### src/rtl/cfgi2c_pkg.sv
package cfgi2c_pkg;
  typedef enum logic [2:0] {
    ST_IDLE, ST_ADDR, ST_ADDR_ACK, ST_WR, ST_WR_ACK, ST_TX, ST_RD_ACK, ST_DONE
  } link_state_t;

  localparam int HDR_BYTES = 2;
endpackage

### src/rtl/i2c_line_sampler.sv
module i2c_line_sampler #(
  parameter int SYNC_STAGES = 2
) (
  input  logic clk,
  input  logic rst_n,
  input  logic scl_in,
  input  logic sda_in,
  output logic scl_lvl,
  output logic sda_lvl,
  output logic scl_rise,
  output logic scl_fall,
  output logic start_cond,
  output logic stop_cond
);
  localparam int MSB = SYNC_STAGES - 1;

  logic [MSB:0] scl_sy, sda_sy;
  logic         scl_d, sda_d;

  always_ff @(posedge clk or negedge rst_n) begin
    if (!rst_n) begin
      scl_sy <= '1;
      sda_sy <= '1;
      scl_d  <= 1'b1;
      sda_d  <= 1'b1;
    end else begin
      scl_sy <= {scl_sy[MSB-1:0], scl_in};
      sda_sy <= {sda_sy[MSB-1:0], sda_in};
      scl_d  <= scl_sy[MSB];
      sda_d  <= sda_sy[MSB];
    end
  end

  assign scl_lvl    = scl_sy[MSB];
  assign sda_lvl    = sda_sy[MSB];
  assign scl_rise   = scl_lvl & ~scl_d;
  assign scl_fall   = ~scl_lvl & scl_d;
  // bus conditions only count while SCL stays high across the SDA edge
  assign start_cond = scl_lvl & scl_d & sda_d & ~sda_lvl;
  assign stop_cond  = scl_lvl & scl_d & ~sda_d & sda_lvl;
endmodule

### src/rtl/cfg_reg_bank.sv
module cfg_reg_bank #(
  parameter int                      NUM_REGS    = 7,
  parameter int                      IDX_W       = 3,
  parameter logic [NUM_REGS*8-1:0]   RESET_IMAGE = '0
) (
  input  logic                    clk,
  input  logic                    rst_n,
  input  logic                    wr_en,
  input  logic [IDX_W-1:0]        wr_idx,
  input  logic [7:0]              wr_data,
  input  logic [IDX_W-1:0]        rd_idx,
  output logic [7:0]              rd_data,
  output logic [NUM_REGS*8-1:0]   image
);
  logic [7:0] regs_q [NUM_REGS];

  for (genvar i = 0; i < NUM_REGS; i++) begin : g_reg
    localparam logic [7:0] INIT = RESET_IMAGE[8*i +: 8];

    always_ff @(posedge clk or negedge rst_n) begin
      if (!rst_n)                                   regs_q[i] <= INIT;
      else if (wr_en && (wr_idx == IDX_W'(i)))      regs_q[i] <= wr_data;
    end

    assign image[8*i +: 8] = regs_q[i];

    // a register not addressed by this cycle's strobe keeps its value
    assert_hold_unaddressed_R4: assert property (@(posedge clk) disable iff (!rst_n)
      !(wr_en && (wr_idx == IDX_W'(i))) |=> $stable(regs_q[i]));
  end

  always_comb begin
    rd_data = 8'hFF;
    for (int k = 0; k < NUM_REGS; k++)
      if (rd_idx == IDX_W'(k)) rd_data = regs_q[k];
  end
endmodule

### src/rtl/i2c_link_fsm.sv
module i2c_link_fsm
  import cfgi2c_pkg::*;
#(
  parameter logic [6:0] DEV_ADDR = 7'h69,
  parameter int         NUM_REGS = 7,
  parameter int         IDX_W    = 3
) (
  input  logic              clk,
  input  logic              rst_n,
  input  logic              scl_lvl,
  input  logic              sda_lvl,
  input  logic              scl_rise,
  input  logic              scl_fall,
  input  logic              start_cond,
  input  logic              stop_cond,
  output logic              sda_oe,
  output logic              wr_en,
  output logic [IDX_W-1:0]  wr_idx,
  output logic [7:0]        wr_data,
  output logic [IDX_W-1:0]  rd_idx,
  input  logic [7:0]        rd_data
);
  localparam int CNT_W = $clog2(NUM_REGS + HDR_BYTES + 1) + 1;
  localparam logic [CNT_W-1:0] CNT_MAX = '1;

  link_state_t      state;
  logic [7:0]       shreg;
  logic [2:0]       bit_cnt;
  logic             rx_full, rd_mode, nack;
  logic [CNT_W-1:0] byte_cnt;
  logic [7:0]       tx_byte;
  logic             wr_in_range;
  logic [CNT_W-1:0] cnt_next;

  assign cnt_next    = (byte_cnt == CNT_MAX) ? byte_cnt : byte_cnt + CNT_W'(1);
  assign wr_in_range = (byte_cnt >= CNT_W'(HDR_BYTES)) &&
                       (byte_cnt <  CNT_W'(HDR_BYTES + NUM_REGS));
  assign wr_idx      = IDX_W'(byte_cnt - CNT_W'(HDR_BYTES));
  assign wr_data     = shreg;
  assign wr_en       = (state == ST_WR) && scl_fall && rx_full && wr_in_range;
  assign rd_idx      = IDX_W'(byte_cnt - CNT_W'(1));

  always_comb begin
    if (byte_cnt == '0)                       tx_byte = 8'(NUM_REGS);
    else if (byte_cnt <= CNT_W'(NUM_REGS))    tx_byte = rd_data;
    else                                      tx_byte = 8'hFF;
  end

  always_ff @(posedge clk or negedge rst_n) begin
    if (!rst_n) begin
      state    <= ST_IDLE;
      shreg    <= '0;
      bit_cnt  <= '0;
      rx_full  <= 1'b0;
      rd_mode  <= 1'b0;
      nack     <= 1'b0;
      byte_cnt <= '0;
      sda_oe   <= 1'b0;
    end else if (start_cond) begin
      state    <= ST_ADDR;
      bit_cnt  <= '0;
      rx_full  <= 1'b0;
      byte_cnt <= '0;
      sda_oe   <= 1'b0;
    end else if (stop_cond) begin
      state    <= ST_IDLE;
      sda_oe   <= 1'b0;
    end else begin
      unique case (state)
        ST_ADDR, ST_WR: begin
          if (scl_rise) begin
            shreg   <= {shreg[6:0], sda_lvl};
            bit_cnt <= bit_cnt + 3'd1;
            if (bit_cnt == 3'd7) rx_full <= 1'b1;
          end else if (scl_fall && rx_full) begin
            rx_full <= 1'b0;
            bit_cnt <= '0;
            if (state == ST_ADDR) begin
              if (shreg[7:1] == DEV_ADDR) begin
                sda_oe  <= 1'b1;
                rd_mode <= shreg[0];
                state   <= ST_ADDR_ACK;
              end else begin
                state   <= ST_DONE;
              end
            end else begin
              sda_oe   <= 1'b1;
              byte_cnt <= cnt_next;
              state    <= ST_WR_ACK;
            end
          end
        end
        ST_ADDR_ACK: begin
          if (scl_fall) begin
            if (rd_mode) begin
              shreg    <= tx_byte;
              sda_oe   <= ~tx_byte[7];
              bit_cnt  <= '0;
              byte_cnt <= cnt_next;
              state    <= ST_TX;
            end else begin
              sda_oe   <= 1'b0;
              state    <= ST_WR;
            end
          end
        end
        ST_WR_ACK: begin
          if (scl_fall) begin
            sda_oe <= 1'b0;
            state  <= ST_WR;
          end
        end
        ST_TX: begin
          if (scl_fall) begin
            if (bit_cnt == 3'd7) begin
              sda_oe  <= 1'b0;
              bit_cnt <= '0;
              state   <= ST_RD_ACK;
            end else begin
              sda_oe  <= ~shreg[6];
              shreg   <= {shreg[6:0], 1'b0};
              bit_cnt <= bit_cnt + 3'd1;
            end
          end
        end
        ST_RD_ACK: begin
          if (scl_rise) begin
            nack <= sda_lvl;
          end else if (scl_fall) begin
            if (nack) begin
              state <= ST_DONE;
            end else begin
              shreg    <= tx_byte;
              sda_oe   <= ~tx_byte[7];
              bit_cnt  <= '0;
              byte_cnt <= cnt_next;
              state    <= ST_TX;
            end
          end
        end
        default: ;
      endcase
    end
  end

  // the address acknowledge is driven for the whole ninth bit
  assert_addr_ack_driven_R2: assert property (@(posedge clk) disable iff (!rst_n)
    (state == ST_ADDR_ACK) |-> sda_oe);

  // no drive while idle or after a NACK / foreign address
  assert_released_when_done_R7: assert property (@(posedge clk) disable iff (!rst_n)
    ((state == ST_DONE) || (state == ST_IDLE)) |-> !sda_oe);

  // SDA drive never moves while SCL stays high
  assert_sda_stable_scl_high_R8: assert property (@(posedge clk) disable iff (!rst_n)
    (scl_lvl && $past(scl_lvl)) |-> $stable(sda_oe));

  // a detected start re-arms address reception
  assert_start_rearms_R8: assert property (@(posedge clk) disable iff (!rst_n)
    start_cond |=> (state == ST_ADDR));
endmodule

### src/rtl/cfg_i2c_slave.sv
module cfg_i2c_slave #(
  parameter logic [6:0]             DEV_ADDR    = 7'h69,
  parameter int                     NUM_REGS    = 7,
  parameter int                     SYNC_STAGES = 2,
  parameter logic [NUM_REGS*8-1:0]  RESET_IMAGE = 56'h06_3F_00_EF_FF_00_5A
) (
  input  logic                   clk,
  input  logic                   rst_n,
  input  logic                   scl_in,
  input  logic                   sda_in,
  output logic                   sda_oe,
  output logic [NUM_REGS*8-1:0]  cfg_image
);
  localparam int IDX_W = (NUM_REGS > 1) ? $clog2(NUM_REGS) : 1;

  logic scl_lvl, sda_lvl, scl_rise, scl_fall, start_cond, stop_cond;
  logic             wr_en;
  logic [IDX_W-1:0] wr_idx, rd_idx;
  logic [7:0]       wr_data, rd_data;

  i2c_line_sampler #(.SYNC_STAGES(SYNC_STAGES)) u_sampler (
    .clk(clk), .rst_n(rst_n), .scl_in(scl_in), .sda_in(sda_in),
    .scl_lvl(scl_lvl), .sda_lvl(sda_lvl), .scl_rise(scl_rise),
    .scl_fall(scl_fall), .start_cond(start_cond), .stop_cond(stop_cond)
  );

  i2c_link_fsm #(.DEV_ADDR(DEV_ADDR), .NUM_REGS(NUM_REGS), .IDX_W(IDX_W)) u_link (
    .clk(clk), .rst_n(rst_n), .scl_lvl(scl_lvl), .sda_lvl(sda_lvl),
    .scl_rise(scl_rise), .scl_fall(scl_fall), .start_cond(start_cond),
    .stop_cond(stop_cond), .sda_oe(sda_oe), .wr_en(wr_en), .wr_idx(wr_idx),
    .wr_data(wr_data), .rd_idx(rd_idx), .rd_data(rd_data)
  );

  cfg_reg_bank #(.NUM_REGS(NUM_REGS), .IDX_W(IDX_W), .RESET_IMAGE(RESET_IMAGE)) u_bank (
    .clk(clk), .rst_n(rst_n), .wr_en(wr_en), .wr_idx(wr_idx), .wr_data(wr_data),
    .rd_idx(rd_idx), .rd_data(rd_data), .image(cfg_image)
  );
endmodule

### config.mk
export PLATFORM = sky130hd
export DESIGN_NAME = cfg_i2c_slave
export DESIGN_NICKNAME = d
export VERILOG_FILES = /design/src/rtl/cfgi2c_pkg.sv /design/src/rtl/i2c_line_sampler.sv /design/src/rtl/cfg_reg_bank.sv /design/src/rtl/i2c_link_fsm.sv /design/src/rtl/cfg_i2c_slave.sv
export SDC_FILE = /design/constraint.sdc
export NUM_CORES = 1
export LEC_CHECK = 0
export BUFFER_PORTS_ARGS = -buffer_cell sky130_fd_sc_hd__clkbuf_2
export CORE_MARGIN = 8
export CORE_UTILIZATION = 51
export CTS_BUF_LIST = sky130_fd_sc_hd__clkbuf_16
export DETAILED_ROUTE_END_ITERATION = 16
export PLACE_DENSITY = 0.75
export RECOVER_POWER = 25
export SLEW_MARGIN = 30
export SYNTH_ARGS = -nofsm -noshare
export SYNTH_HDL_FRONTEND = slang
export SYNTH_SLANG_ARGS = --single-unit
### constraint.sdc
create_clock -name clk -period 6 [get_ports clk]
set_input_delay 0.3 -clock clk [delete_from_list [all_inputs] [get_ports clk]]
set_output_delay 0.3 -clock clk [all_outputs]
set_load 0.05 [all_outputs]
Word-level counts from Yosys, hierarchy flattened
Cells that the tools add are included.
{ "op_classes": {"n_addsub": 4, "order_cmp": 3, "eq_ne": 51, "mux": 78, "bitwise_logic": 16, "reduce_logical": 30} }
{ "ops": {"columns": ["operator", "n"], "rows": [
  ["two-way mux 8 bit", 17],
  ["two-way mux 3 bit", 24],
  ["two-way mux 5 bit", 11],
  ["case mux 8 bit (4 select lines)", 1],
  ["equality test 3 bit, second input constant", 10],
  ["inequality test 4 x 3 -> 1 bit, second input constant", 7],
  ["two-way mux 1 bit", 20],
  ["AND reduction 10 bit", 2],
  ["equality test 3 x 2 -> 1 bit, second input constant", 6],
  ["AND reduction 9 bit", 2],
  ["inequality test 3 x 2 -> 1 bit, second input constant", 5],
  ["case mux 3 bit (5 select lines)", 1],
  ["case mux 5 bit (3 select lines)", 1],
  ["logical AND 1 bit", 12],
  ["inequality test 3 bit, second input constant", 4],
  ["inequality test 4 bit, second input constant", 3],
  ["case mux 3 bit (4 select lines)", 1],
  ["AND reduction 11 bit", 1],
  ["inequality test 2 bit, second input constant", 5],
  ["equality test 3 x 1 -> 1 bit, second input constant", 3],
  ["NOT 1 bit", 9],
  ["inequality test 2 x 1 -> 1 bit, second input constant", 4],
  ["AND reduction 4 bit", 2],
  ["nonzero test 4 bit", 2],
  ["22 further kinds", 29]
]} }
{ "word_totals": {"ff_bits": 85, "input_bits": 4, "output_inout_bits": 57, "word_cells": 201} }

Longest topological paths before layout
{ "logic_depth": {"word_depth": 18, "mapped_depth": 9, "depth_no_buf": 7} }

Cells and area by module
From an unflattened synthesis, not the netlist that was laid out.
{ "hier_totals": {"hier_cells": 418, "hier_area_um2": 4720.8} }
{ "modules_own_cells": {"columns": ["module", "n_inst", "cells_each", "area_each_um2", "seq_area_each_um2"], "rows": [
  ["cfg_reg_bank", 1, 205, 2743.9, 1435.1],
  ["i2c_link_fsm", 1, 203, 1786.7, 575.6],
  ["i2c_line_sampler", 1, 10, 190.2, 157.7]
]} }

Least setup slack after synthesis
Ideal clock, no wire load.
{ "synth_timing": {"path_type": "register to register", "startpoint": "register u_link.byte_cnt[0]", "endpoint": "register u_link.shreg[7] (netlist: u_link.wr_data[7])", "setup_time_ns": 0.082, "arrival_ns": 2.053, "required_ns": 5.918, "path_slack_ns": 3.865, "path_stages_with_launch": 9, "n_path_buf": 1, "synth_period_minus_slack_ns": 2.135, "path_cell_list": "dfrtp_1 inv_1 ha_1 clkbuf_1 nor2_1 a2111oi_0 nor4_1 or4_1 a31oi_1"} }
{ "synth_between": {"elab_chain_cells": 15, "elab_cells_between_ends": 25, "cone_classes": "add/sub (1); order compare (1); eq/ne (6); mux (15); reduce/logical (2)"} }
{ "synth_rtl": {"columns": ["element", "line_no", "rtl"], "rows": [
  ["from (decl)", "i2c_link_fsm.sv:30", "logic [CNT_W-1:0] byte_cnt;"],
  ["from (signal assigned)", "i2c_link_fsm.sv:88", "byte_cnt <= cnt_next;"],
  ["from (signal assigned)", "i2c_link_fsm.sv:99", "byte_cnt <= cnt_next;"],
  ["from (signal assigned)", "i2c_link_fsm.sv:136", "byte_cnt <= cnt_next;"],
  ["subtractor 3 x 1 -> 3 bit", "i2c_link_fsm.sv:41", "assign rd_idx = IDX_W'(byte_cnt - CNT_W'(1));"],
  ["logical NOT 3 bit", "cfg_reg_bank.sv:35", "if (rd_idx == IDX_W'(k)) rd_data = regs_q[k];"],
  ["two-way mux 8 bit (7 in a row)", "cfg_reg_bank.sv:35", null],
  ["two-way mux 8 bit", "i2c_link_fsm.sv:45", "else if (byte_cnt <= CNT_W'(NUM_REGS)) tx_byte = rd_data;"],
  ["two-way mux 8 bit *", "i2c_link_fsm.sv:44", "if (byte_cnt == '0) tx_byte = 8'(NUM_REGS);"],
  ["two-way mux 8 bit", "i2c_link_fsm.sv:130", "if (nack) begin"],
  ["two-way mux 8 bit", "i2c_link_fsm.sv:129", "end else if (scl_fall) begin"],
  ["two-way mux 8 bit", "i2c_link_fsm.sv:127", "if (scl_rise) begin"],
  ["case mux 8 bit (4 select lines) *", "i2c_link_fsm.sv:69", "unique case (state)"],
  ["to (signal assigned)", "i2c_link_fsm.sv:72", "shreg <= {shreg[6:0], sda_lvl};"],
  ["to (signal assigned)", "i2c_link_fsm.sv:121", "shreg <= {shreg[6:0], 1'b0};"],
  ["to (signal assigned)", "i2c_link_fsm.sv:133", "shreg <= tx_byte;"],
  ["to (decl)", "i2c_link_fsm.sv:27", "logic [7:0] shreg;"]
]} }
Mark *: on every way between the ends. The rest lies on a longest branch, timed or not. The select of a mux whose other input is x is not followed.
A chain may end at the register's enable or synchronous reset.

Worst setup path after layout
{ "layout_timing": {"startpoint": "register u_link.byte_cnt[0]", "endpoint": "register u_bank.regs_q, in the netlist u_bank.image[55]"} }
{ "layout_between": {"elab_chain_cells": 4, "elab_cells_between_ends": 7, "cone_classes": "add/sub (1); order compare (2); eq/ne (1); reduce/logical (3)"} }
{ "layout_rtl": {"columns": ["element", "line_no", "rtl"], "rows": [
  ["greater-or-equal comparator 5 x 2 -> 1 bit or less-than comparator 5 x 4 -> 1 bit (tied branches)", "i2c_link_fsm.sv:36, i2c_link_fsm.sv:37", null],
  ["logical AND 1 bit", "i2c_link_fsm.sv:36", "assign wr_in_range = (byte_cnt >= CNT_W'(HDR_BYTES)) &&"],
  ["logical AND 1 bit", "i2c_link_fsm.sv:40", "assign wr_en = (state == ST_WR) && scl_fall && rx_full && wr_in_range;"],
  ["logical AND 1 bit *", "cfg_reg_bank.sv:22", "else if (wr_en && (wr_idx == IDX_W'(i))) regs_q[i] <= wr_data;"],
  ["to (signal, indexed assignment)", "cfg_reg_bank.sv:22", null],
  ["to (decl)", "cfg_reg_bank.sv:15", "logic [7:0] regs_q [NUM_REGS];"]
]} }
Mark *: on every way between the ends. The rest lies on a longest branch, timed or not.

==> flow_metrics.env <==
export IMPL_yosys_area_share_simple=0.129
export IMPL_place_ws_ns=3.40
export IMPL_wl_met3_um=988
export IMPL_syn_inst=428
export IMPL_place_area_um2=4940
export IMPL_cts_resized_gates=0
export IMPL_slowest_stage="ha_1"
export IMPL_setup_tns_final_ns=0
export IMPL_postLayoutCellArea_um2=5220
export IMPL_critical_path_class="register to register"
export IMPL_r2r_start="u_link.byte_cnt[0]"
export IMPL_setup_viol=0
export IMPL_grt_setup_unrepaired="false"
export IMPL_cp_arrival_ns=2.87
export IMPL_seqCellArea_um2=2170
export IMPL_yosys_area_top_type="dfrtp_1"
export IMPL_drive_above_1_share=0.310
export IMPL_grt_pass1_vias=3867
export IMPL_overflow=0
export IMPL_path_cells="inv_1, ha_1, a211oi_1, nor4_2, nand2_1, mux2_1"
export IMPL_drt_iter0_drc=319
export IMPL_start_kind="register"
export IMPL_numPortBuffers=60
export IMPL_hold_path_cell_count=1
export IMPL_wl_per_cell_um=21.2
export IMPL_async_flop_share=1.00
export IMPL_synth_compound_area_frac=0.164
export IMPL_outcome="finished clean"
export IMPL_cts_clk_slew_worst_paths_ns=0.07
export IMPL_clockBufferDepth=2
export IMPL_cp_top_family="simple AND/OR/NAND/NOR gates"
export IMPL_cpPeakStageDelay_ns=0.47
export IMPL_synth_top_family_by_area="compound AO/OA/AOI/OAI gates"
export IMPL_multi_input_area_um2=2240
export IMPL_die_h_um=111
export IMPL_area_growth_pct=13.7
export IMPL_min_period_ns=2.65
export IMPL_antenna_cells=0
export IMPL_tightest_slew_ns=1.43
export IMPL_path_buf_inv=1
export IMPL_yosys_area_top_type_share=0.283
export IMPL_yosys_top_cells_area="dfrtp_1, dfstp_2, mux2_2"
export IMPL_vdd_drop_max_mv=0.197
export IMPL_fmax_mhz=378
export IMPL_grt_pass1_wl_um=20400
export IMPL_cp_required_ns=6.22
export IMPL_p_per_area_nw_per_um2=451
export IMPL_antenna_found_initial=0
export IMPL_maxCapViolCount=0
export IMPL_dp_hpwl_um=8530
export IMPL_cts_tree="yes"
export IMPL_syn_area_um2=4600
export IMPL_synth_warnings=0
export IMPL_dieArea_um2=12300
export IMPL_drt_wl_total_um=12500
export IMPL_firstDrtPassIters=6
export IMPL_route_vias_total=3726
export IMPL_clock_latency_ns=0.34
export IMPL_setup_slack_ns=3.35
export IMPL_relSlewSlack=0.0494
export IMPL_ant_nets=0
export IMPL_final_fill_count=733
export IMPL_timing_final_crit_share=0.441
export IMPL_clock_skew_ns=0.0110
export IMPL_io_pins=61
export IMPL_finalMaxSlewViolations=0
export IMPL_grt_max_degree=61
export IMPL_worst_hold_path_endpoint="u_sampler.sda_sy[0]"
export IMPL_crit_path_end_kind="register"
export IMPL_place_congestion=0.960
export IMPL_r2r_end="u_bank.image[55]"
export IMPL_ys_ff_latch=85
export IMPL_r2r_cells=6
export IMPL_hold_class="input pin to register"
export IMPL_synth_xor_area_frac=0.00572
export IMPL_met2_wirelength_um=6010
export IMPL_rows=34
export IMPL_cp_max_fo=11
export IMPL_cts_made_buffers=9
export IMPL_hold_viol=0
export IMPL_grt_use_total=0.203
export IMPL_syn_avg_cell_area_um2=10.7
export IMPL_vias_per_cell=6.33
export IMPL_htreeDepth=3
export IMPL_cts_root_buf="clkbuf_16"
export IMPL_synthMuxAreaShare=0.160
export IMPL_leakage_uw=0.00233
export IMPL_drc=0
export IMPL_clkSinkCount=85
export IMPL_coreArea_um2=8720
export IMPL_synth_ff_type="dfrtp_1"
export IMPL_nets=491
export IMPL_die_w_um=111
export IMPL_worstHoldStart="sda_in"
export IMPL_reg2reg_setup_slack_ns=3.35
export IMPL_top_layer="met4"
export IMPL_met1_length_um=5100
export IMPL_synth_cell_types=61
export IMPL_initial_core_util=0.527
export IMPL_synth_nets=443
export IMPL_synthAdderAreaFrac=0.0299
export IMPL_cts_setup_buffers=0
export IMPL_synth_edf_count=0
export IMPL_yosysSeqAreaShare=0.472
==> cells by family (layout without fill, tap and decap cells) <==
kind of cell | Yosys count | in the layout
AOI/OAI and AO/OA | 111 | 111
buffers and inverters | 45 | 98
and+or+nand+nor | 107 | 107
adders and majority gates | 11 | 11
DFF | 85 | 85
muxes | 66 | 66
xor gates and xnor gates | 3 | 3
==> routing by layer <==
metal / global-route usage / up-vias
met1: 0.245 / 1840
met3: 0.0595 / 36
met5: 0 / -
met2: 0.326 / 167
met4: 0.0910 / 0
li1: - / 1683
==> state kept, by name, summed over array words and instances, names as in the netlist <==
signal            flops
u_link.bit_cnt        3
u_sampler.scl_d       1
u_link.rx_full        1
u_link.byte_cnt       5
u_link.nack           1
u_sampler.scl_sy      2
u_bank.image         56
u_link.wr_data        8
u_sampler.sda_sy      2
u_link.state          3
u_link.rd_mode        1
u_link.sda_oe         1
u_sampler.sda_d       1
==> final cells by class <==
cell class,instances,area share
Multi-Input combinational cell,298,0.430
Tap cell,108,0.0259
Timing Repair Buffer,63,0.0560
Clock inverter,7,0.0165
Sequential cell,85,0.415
Clock buffer,9,0.0431
Inverter,19,0.0137
==> cells in the final DEF, fill, tap and decap left out, types with 6 or more instances in the layout <==
| cell type | n |
|---|---|
| a211oi_1 | 7 |
| o22ai_1 | 7 |
| nand2b_1 | 6 |
| clkbuf_1 | 26 |
| clkbuf_2 | 34 |
| a21oi_1 | 19 |
| mux2_2 | 58 |
| nor2_1 | 13 |
| nand3_1 | 10 |
| o21ai_0 | 26 |
| a31oi_1 | 7 |
| inv_1 | 18 |
| o221ai_1 | 13 |
| dfrtp_1 | 52 |
| nand2_1 | 37 |
| ha_1 | 11 |
| clkbuf_16 | 9 |
| dfstp_2 | 31 |
| nor2b_1 | 9 |
| mux2i_1 | 6 |
==> worst register-to-register path, stage by stage (launching register included) <==
cell,delay [ns]
dfrtp_1,0.44
inv_1,0.20
ha_1,0.47
a211oi_1,0.23
nor4_2,0.37
nand2_1,0.39
mux2_1,0.44
==> cell usage after synthesis (4+ instances only) <==
cell type  count
nor2b_1        9
o221ai_1      13
mux2i_1        6
mux2_2        58
nand2_1       37
dfstp_2       33
a21oi_1       19
dfrtp_1       52
clkbuf_1      19
nor2_1        13
inv_1         18
ha_1          11
a31oi_1        7
o21ai_0       26
nand2b_1       6
nor4_1         4
o31ai_1        5
o22ai_1        7
a211oi_1       7
nand2_2        4
nand3_1       10
==> metrics by stage <==
step	cells	utilization	hold slack, ns	power, uW
floorplan	428	-	0.00441	1510
detailed placement	572	0.566	0.235	1740
CTS	589	0.603	0.0337	2340
global placement	572	0.566	0.235	1720
finish	589	0.599	0.0371	2360
global route	589	0.599	0.0322	2500
==> power by group <==
group	internal (uW)	switching (uW)	total, uW
clock network	333	257	590
logic	372	573	945
registers	644	177	821
==> how the worst max path moves through the flow <==
stage	to	slack, ns	from	cells past startpoint
2_1_floorplan	u_link.wr_data[7]	3.86	u_link.byte_cnt[0]	8
3_3_place_gp	u_bank.image[55]	3.48	u_link.state[2]	5
3_5_place_dp	u_bank.image[55]	3.40	u_link.byte_cnt[0]	6
4_1_cts	u_bank.image[55]	3.38	u_link.byte_cnt[0]	6
5_1_grt	u_link.wr_data[1]	3.16	u_link.byte_cnt[0]	6
6_report	u_bank.image[55]	3.35	u_link.byte_cnt[0]	6
==> what timing repair did <==
item                                    CTS  global route
endpoints found under the setup margin    0             0
hold buffers                              1             0
endpoints found under the hold margin    20             0
(Power assumes the default switching activity.)
